### src/rtl/pwm_pkg.sv
package pwm_pkg;
  typedef enum logic {
    SEL_PERIOD = 1'b0,
    SEL_WIDTH  = 1'b1
  } pwm_wsel_e;

  localparam int NUM_SHADOW = 2;
endpackage

### src/rtl/pwm_prescaler.sv
module pwm_prescaler #(
  parameter int PSC_DIV = 64
) (
  input  logic clk,
  input  logic rst,
  input  logic run,
  input  logic psc_sel,
  output logic tick
);
  localparam int PC_W = (PSC_DIV > 2) ? $clog2(PSC_DIV) : 1;
  localparam logic [PC_W-1:0] PC_LAST = PC_W'(PSC_DIV - 1);

  logic [PC_W-1:0] pc_q;

  always_ff @(posedge clk) begin
    if (rst || !run || !psc_sel) begin
      pc_q <= '0;
    end else if (pc_q == PC_LAST) begin
      pc_q <= '0;
    end else begin
      pc_q <= pc_q + 1'b1;
    end
  end

  always_comb begin
    tick = run && (!psc_sel || (pc_q == PC_LAST));
  end
endmodule

### src/rtl/pwm_shadow_regs.sv
module pwm_shadow_regs
  import pwm_pkg::*;
#(
  parameter int CNT_W = 16
) (
  input  logic             clk,
  input  logic             rst,
  input  logic             wr_en,
  input  logic             wr_sel,
  input  logic [CNT_W-1:0] wr_data,
  input  logic             load,
  output logic [CNT_W-1:0] per_act,
  output logic [CNT_W-1:0] wid_act
);
  logic [CNT_W-1:0] stage_q [NUM_SHADOW];
  logic [CNT_W-1:0] act_q   [NUM_SHADOW];

  for (genvar i = 0; i < NUM_SHADOW; i++) begin : g_slot
    always_ff @(posedge clk) begin
      if (rst) begin
        stage_q[i] <= '0;
        act_q[i]   <= '0;
      end else begin
        if (wr_en && (wr_sel == 1'(i))) begin
          stage_q[i] <= wr_data;
        end
        if (load) begin
          act_q[i] <= stage_q[i];
        end
      end
    end
  end

  always_comb begin
    per_act = act_q[SEL_PERIOD];
    wid_act = act_q[SEL_WIDTH];
  end
endmodule

### src/rtl/pwm_timer.sv
module pwm_timer #(
  parameter int CNT_W = 16
) (
  input  logic             clk,
  input  logic             rst,
  input  logic             tick,
  input  logic             center_mode,
  input  logic [CNT_W-1:0] per_act,
  output logic [CNT_W-1:0] cnt_q,
  output logic             restart,
  output logic             flag_q
);
  logic             down_q;
  logic             down_n;
  logic [CNT_W-1:0] cnt_n;

  always_comb begin
    cnt_n   = cnt_q;
    down_n  = down_q;
    restart = 1'b0;
    if (tick) begin
      if (!center_mode) begin
        down_n = 1'b0;
        if (cnt_q >= per_act) begin
          cnt_n   = '0;
          restart = 1'b1;
        end else begin
          cnt_n = cnt_q + 1'b1;
        end
      end else begin
        if (!down_q) begin
          if (cnt_q < per_act) begin
            cnt_n = cnt_q + 1'b1;
          end else if (cnt_q != '0) begin
            cnt_n  = cnt_q - 1'b1;
            down_n = 1'b1;
          end else begin
            cnt_n = '0;
          end
        end else if (cnt_q != '0) begin
          cnt_n = cnt_q - 1'b1;
        end
        if (cnt_n == '0) begin
          restart = 1'b1;
          down_n  = 1'b0;
        end
      end
    end
  end

  always_ff @(posedge clk) begin
    if (rst) begin
      cnt_q  <= '0;
      down_q <= 1'b0;
      flag_q <= 1'b0;
    end else begin
      cnt_q  <= cnt_n;
      down_q <= down_n;
      flag_q <= restart;
    end
  end
endmodule

### src/rtl/pwm_outstage.sv
module pwm_outstage #(
  parameter int CNT_W = 16
) (
  input  logic             clk,
  input  logic             rst,
  input  logic             out_en,
  input  logic [CNT_W-1:0] cnt_q,
  input  logic [CNT_W-1:0] wid_act,
  output logic             pwm_q
);
  always_ff @(posedge clk) begin
    if (rst) begin
      pwm_q <= 1'b0;
    end else begin
      pwm_q <= out_en && (cnt_q >= wid_act);
    end
  end
endmodule

### src/rtl/pwm_shadow_chan.sv
module pwm_shadow_chan #(
  parameter int CNT_W   = 16,
  parameter int PSC_DIV = 64
) (
  input  logic             clk,
  input  logic             rst,
  input  logic             wr_en,
  input  logic             wr_sel,
  input  logic [CNT_W-1:0] wr_data,
  input  logic             run,
  input  logic             center_mode,
  input  logic             psc_sel,
  input  logic             out_en,
  output logic             pwm_out,
  output logic             period_flag
);
  logic             tick;
  logic             restart;
  logic             load;
  logic [CNT_W-1:0] cnt_q;
  logic [CNT_W-1:0] per_act;
  logic [CNT_W-1:0] wid_act;

  pwm_prescaler #(.PSC_DIV(PSC_DIV)) u_psc (
    .clk     (clk),
    .rst     (rst),
    .run     (run),
    .psc_sel (psc_sel),
    .tick    (tick)
  );

  always_comb begin
    load = restart || (!run && (cnt_q == '0));
  end

  pwm_shadow_regs #(.CNT_W(CNT_W)) u_regs (
    .clk     (clk),
    .rst     (rst),
    .wr_en   (wr_en),
    .wr_sel  (wr_sel),
    .wr_data (wr_data),
    .load    (load),
    .per_act (per_act),
    .wid_act (wid_act)
  );

  pwm_timer #(.CNT_W(CNT_W)) u_tmr (
    .clk         (clk),
    .rst         (rst),
    .tick        (tick),
    .center_mode (center_mode),
    .per_act     (per_act),
    .cnt_q       (cnt_q),
    .restart     (restart),
    .flag_q      (period_flag)
  );

  pwm_outstage #(.CNT_W(CNT_W)) u_out (
    .clk     (clk),
    .rst     (rst),
    .out_en  (out_en),
    .cnt_q   (cnt_q),
    .wid_act (wid_act),
    .pwm_q   (pwm_out)
  );
endmodule

### config.mk
export PLATFORM = sky130hd
export DESIGN_NAME = pwm_shadow_chan
export DESIGN_NICKNAME = d
export VERILOG_FILES = /design/src/rtl/pwm_pkg.sv /design/src/rtl/pwm_prescaler.sv /design/src/rtl/pwm_shadow_regs.sv /design/src/rtl/pwm_timer.sv /design/src/rtl/pwm_outstage.sv /design/src/rtl/pwm_shadow_chan.sv
export SDC_FILE = /design/constraint.sdc
export NUM_CORES = 1
export LEC_CHECK = 0
export ABC_CLOCK_PERIOD_IN_PS = 8800
export BUFFER_PORTS_ARGS = -buffer_cell sky130_fd_sc_hd__buf_2
export CORE_UTILIZATION = 60
export DETAILED_ROUTE_END_ITERATION = 8
export HOLD_SLACK_MARGIN = 0.02
export PLACE_DENSITY = 0.79
export SETUP_SLACK_MARGIN = 0.4
export SYNTH_ARGS = -nofsm -noshare
export SYNTH_HDL_FRONTEND = slang
export SYNTH_HIERARCHICAL = 1
export SYNTH_SLANG_ARGS = --single-unit
### constraint.sdc
create_clock -name clk -period 8.8 [get_ports clk]
set_clock_uncertainty 0.05 [all_clocks]
set_input_delay 1.32 -clock clk [delete_from_list [all_inputs] [get_ports clk]]
set_output_delay 1.32 -clock clk [all_outputs]
set_load 0.02 [all_outputs]
* After elaboration in Yosys (flattened, before gate mapping)
Memory sizes are Yosys's and may differ from the RTL's. Cells that the tools add are included.
Word-level totals: word-level logic and storage cells 66, memory bits (writable) 64, bits in registers 25, memories 2, bits of input ports 24
Memory list:
- u_regs.act_q | depth 2, bits a word 16, read ports 2, clocked after memory_dff 0, wr ports 2, line pwm_shadow_regs.sv:16 | logic [CNT_W-1:0] act_q [NUM_SHADOW];
- u_regs.stage_q | depth 2, bits a word 16, read ports 2, clocked after memory_dff 0, wr ports 2, line pwm_shadow_regs.sv:15 | logic [CNT_W-1:0] stage_q [NUM_SHADOW];
Operators by class: reduce and logical (&&, ||, !) cells 15, order comparisons 3, $add $sub $neg 3, equal/unequal tests 1, mux-type cells 32, bitwise operators 5
Operators with widths (number):
- 16-bit 2-to-1 mux | 12
- 16-bit greater-or-equal comparator | 2
- 16-bit zero test | 2
- 1-bit 2-to-1 mux | 20
- 16-bit by 1-bit adder with 16-bit output, second input constant | 1
- 16-bit < comparator | 1
- 16-bit nonzero test | 1
- 16-bit by 1-bit subtractor with 16-bit output, second input constant | 1
- 6-bit by 1-bit adder with 6-bit output, second input constant | 1
- 6-bit equality test, second input constant | 1
- 1-bit logical AND | 5
- 1-bit logical OR | 4
- 1-bit bitwise OR | 4
- 1-bit zero test | 2
- 2-bit OR reduction | 1
- 1-bit NOT | 1

* Logic depth before layout (Yosys ltp)
depth in word-level cells 15, mapped depth 18

* By module
The synthesis kept the hierarchy.
By module, submodules not included:
- pwm_shadow_regs | seq. area each 1921.8 µm², times used 1, area an instance 2536.2 µm², cells an instance 158
- pwm_timer | seq. area each 360.3 µm², times used 1, area an instance 2496.1 µm², cells an instance 366
- pwm_outstage | seq. area each 20.0 µm², times used 1, area an instance 435.4 µm², cells an instance 57
- pwm_prescaler | seq. area each 120.1 µm², times used 1, area an instance 262.8 µm², cells an instance 28
- pwm_shadow_chan | seq. area each 0.0 µm², times used 1, area an instance 48.8 µm², cells an instance 7

* Worst setup path after synthesis
Ideal clock, no wire load.
path kind register -> register, from reg u_tmr.cnt_q[15], to mem u_regs.act_q[0][0] (enable), period minus slack after synthesis 4.499 ns, library setup time 0.391 ns, data arrival time 4.059 ns, setup slack 4.301 ns, cell stages (with the launch flop) 14, cells stage by stage dfxtp_1 -> ha_1 -> nand4_1 -> nor3_1 -> or3_1 -> nor4_2 -> clkbuf_1 -> nand4_1 -> a211o_1 -> or4_4 -> o31ai_2 -> inv_1 -> o41ai_2 -> or2_1
RTL lines:
- from (decl) | line pwm_timer.sv:9 | output logic [CNT_W-1:0] cnt_q,
- from (signal assigned) | line pwm_timer.sv:57 | cnt_q <= cnt_n;
- to (decl) | line pwm_shadow_regs.sv:16

==> metrics.cfg <==
[timing]
fin_ws_ns = 3.144
rsz0062_at_grt = no
hold_viol = 0
final.setup.tns_ns = 0
setup_viol = 0
worstMarginPinSlew_ns = 1.192
final.min_clock_period_ns = 5.656
fin_crit_sh_pct = 64.28
fmax_mhz = 176.8
max_slew_margin_pct = 20.51
slew_viol_final = 0

[layout]
syn_to_final_growth_pct = 5.456
finalNonFillerCells = 750
final_common_cell = edfxtp_1
layout-drive-gt1-share_pct = 14.33
antenna_cells = 0
layout.cells.most_common_list = edfxtp_1 (64), nor2_1 (49), inv_1 (43)
final_util_pct = 65.65
fin_nets = 676

[route]
postRouteAntennaNets = 0
drt_pass1_iterations = 5
drtIter0Drc = 281
via_count = 4516
drc_errors = 0
viasPerCell = 6.021
wirelength_um = 12320
avgRoutedWirePerCell_um = 16.43

[grt]
grt.total_usage_pct = 26.46
grt_pass1_wl_um = 20640
grt_max_degree = 41
antenna_found_initial = 0
gr-total-overflow = 0
grt_pass1_vias = 4266

[power_and_ir_drop]
power_mw = 1.013
ir_worst_vdd_v = 0.00009843
leakage_nw = 2.404
p_per_area_nw_per_um2 = 166.2

[clocking]
clk_latency_ns = 0.36
cts-root-buf = clkbuf_8
post_cts_buffers = 0
cts.sinks = 89
cts_resized = 0
clkTransAtPathRegs_ns = 0.11
postCtsHoldBufs = 0
cts_tree = yes
cts.path.max_buffers = 2
h-tree-depth = 3
numCtsBuffers = 9

[synth]
synth_cell_type_count = 75
yosys_warnings = 6
ys_ff_latch = 89
async_reset_ff_share_pct = 0
ys_seq_area_share_pct = 41.91
synth_edf_count = 64
synth_fp_nets = 676
syn_avg_cell_area_sq_um = 9.382
netlist_instances = 616
syn_area_sq_um = 5779
synthFlopType = edfxtp_1

[critical_path]
critical_path.max_fanout = 32
worst-r2r-cell-count = 12
criticalPathCategory = flip-flop to flip-flop
crit_path_start_kind = flip-flop
cp-startpoint = u_tmr/cnt_q[13]
arrival_ns = 5.58
timing.rr.start = u_tmr/cnt_q[13]
worst_setup_path_end_kind = flip-flop
cp.required_ns = 8.72

[placement]
dp_hpwl_um = 8762
port_buffers = 25
place_ws_ns = 3.216
gp_congestion = 0.9071
place_inst = 734

[die]
ios = 26
die_x_um = 100.1
die_area_sq_um = 10030
rows = 35
start_util_pct = 62.25
die_h_um = 100.1
core_area_sq_um = 9284

[hold_path]
min_from = u_psc/pc_q[0]
hold_path_class = flip-flop to flip-flop
holdPathStages = 1

[run]
maxCapViolations = 0

[outcome]
status = finished, final reports clean

## sequential cells by signal, indices dropped and copies added, names as in the netlist
register and count:
u_out/pwm_q 1, u_psc/pc_q 6, u_regs/act_q 32, u_regs/stage_q 32
u_tmr/cnt_q 16, u_tmr/down_q 1, u_tmr/flag_q 1
## path summary, 6_finish.rpt
path | to | slack (ns)
worst max-delay path | u_regs/act_q[1][4] | 3.14
worst min-delay path | u_psc/pc_q[0] | 0.46
worst max register to register | u_regs/act_q[1][4] | 3.14
worst min register to register | u_psc/pc_q[0] | 0.46
## critical path, cell delays in order (launching register included)
cell and delay, ns:
dfxtp_1 0.63, ha_1 0.33, nand4_1 0.17, o21bai_1 0.11
nor3_1 0.46, nand4_1 0.81, and3_4 0.49, or3_1 0.37
or4_4 0.54, o31ai_2 0.18, inv_1 0.09, o41ai_2 0.07
or2_1 0.96
## stage by stage
step	area, sq um	hold WS (ns)
6_report	6095	0.4582
3_5_place_dp	5903	0.4344
2_1_floorplan	5779	0.3910
4_1_cts	6095	0.4599
3_3_place_gp	5903	0.4107
5_1_grt	6095	0.4882
## power by group
group          switching, mW  internal (mW)
Sequential            0.0174          0.486
Clock                  0.168          0.111
Combinational          0.145         0.0863
Total                  0.330          0.683
## metal layers
metal	track usage (%)	wire, um	up-vias
met3	4.178	750	40
met5	0	0	-
met4	12.37	486	0
met1	33.56	5042	2102
li1	-	-	2194
met2	44.47	6041	180
## logic make-up after synthesis
family / synth area share (%)
AND/OR/NAND/NOR: 26.48
flip-flops: 41.91
adder cells (fa/ha/maj): 7.794
buffers and inverters: 6.322
XOR/XNOR: 2.728
multiplexers: 1.212
AO/OA/AOI/OAI: 13.55
## area by class of cell
| type | count | area, sq um |
|---|---|---|
| clock buffer | 9 | 123.9 |
| timing repair buffer | 30 | 162.7 |
| inverter | 43 | 161.4 |
| sequential | 89 | 2422 |
| clock inverter | 7 | 67.56 |
| fill | 782 | 3189 |
| multi-input combinational | 443 | 2995 |
| tap | 129 | 161.4 |
## cell usage after synthesis, types with 5 or more instances
cell      number  area [sq um]
nor2b_1        8         50.05
o21ai_0       18         90.09
or3_1          9         56.30
mux2i_1        7         70.07
a211oi_1       7         52.55
a31oi_1        6         37.54
o211ai_1       5         37.54
buf_6          5         56.30
and3_1         6         37.54
nand4_1       12         75.07
inv_1         43         161.4
xor2_1         8         70.07
nor3_1        17         85.08
clkbuf_1      27         101.4
xnor2_1       10         87.58
ha_1          36         450.4
nand2b_4       7         96.34
nor2_2        18         112.6
nand3_1       19         95.09
and2_1        35         219.0
nor2_1        49         183.9
dfxtp_1       25         500.5
nand2b_1      19         118.9
a21oi_1       28         140.1
nand2_1       40         150.1
o21ai_1        6         30.03
edfxtp_1      64          1922
o21a_1         6         45.04
nor4_1         7         43.79
No activity file was read; power rests on OpenSTA's default activity.
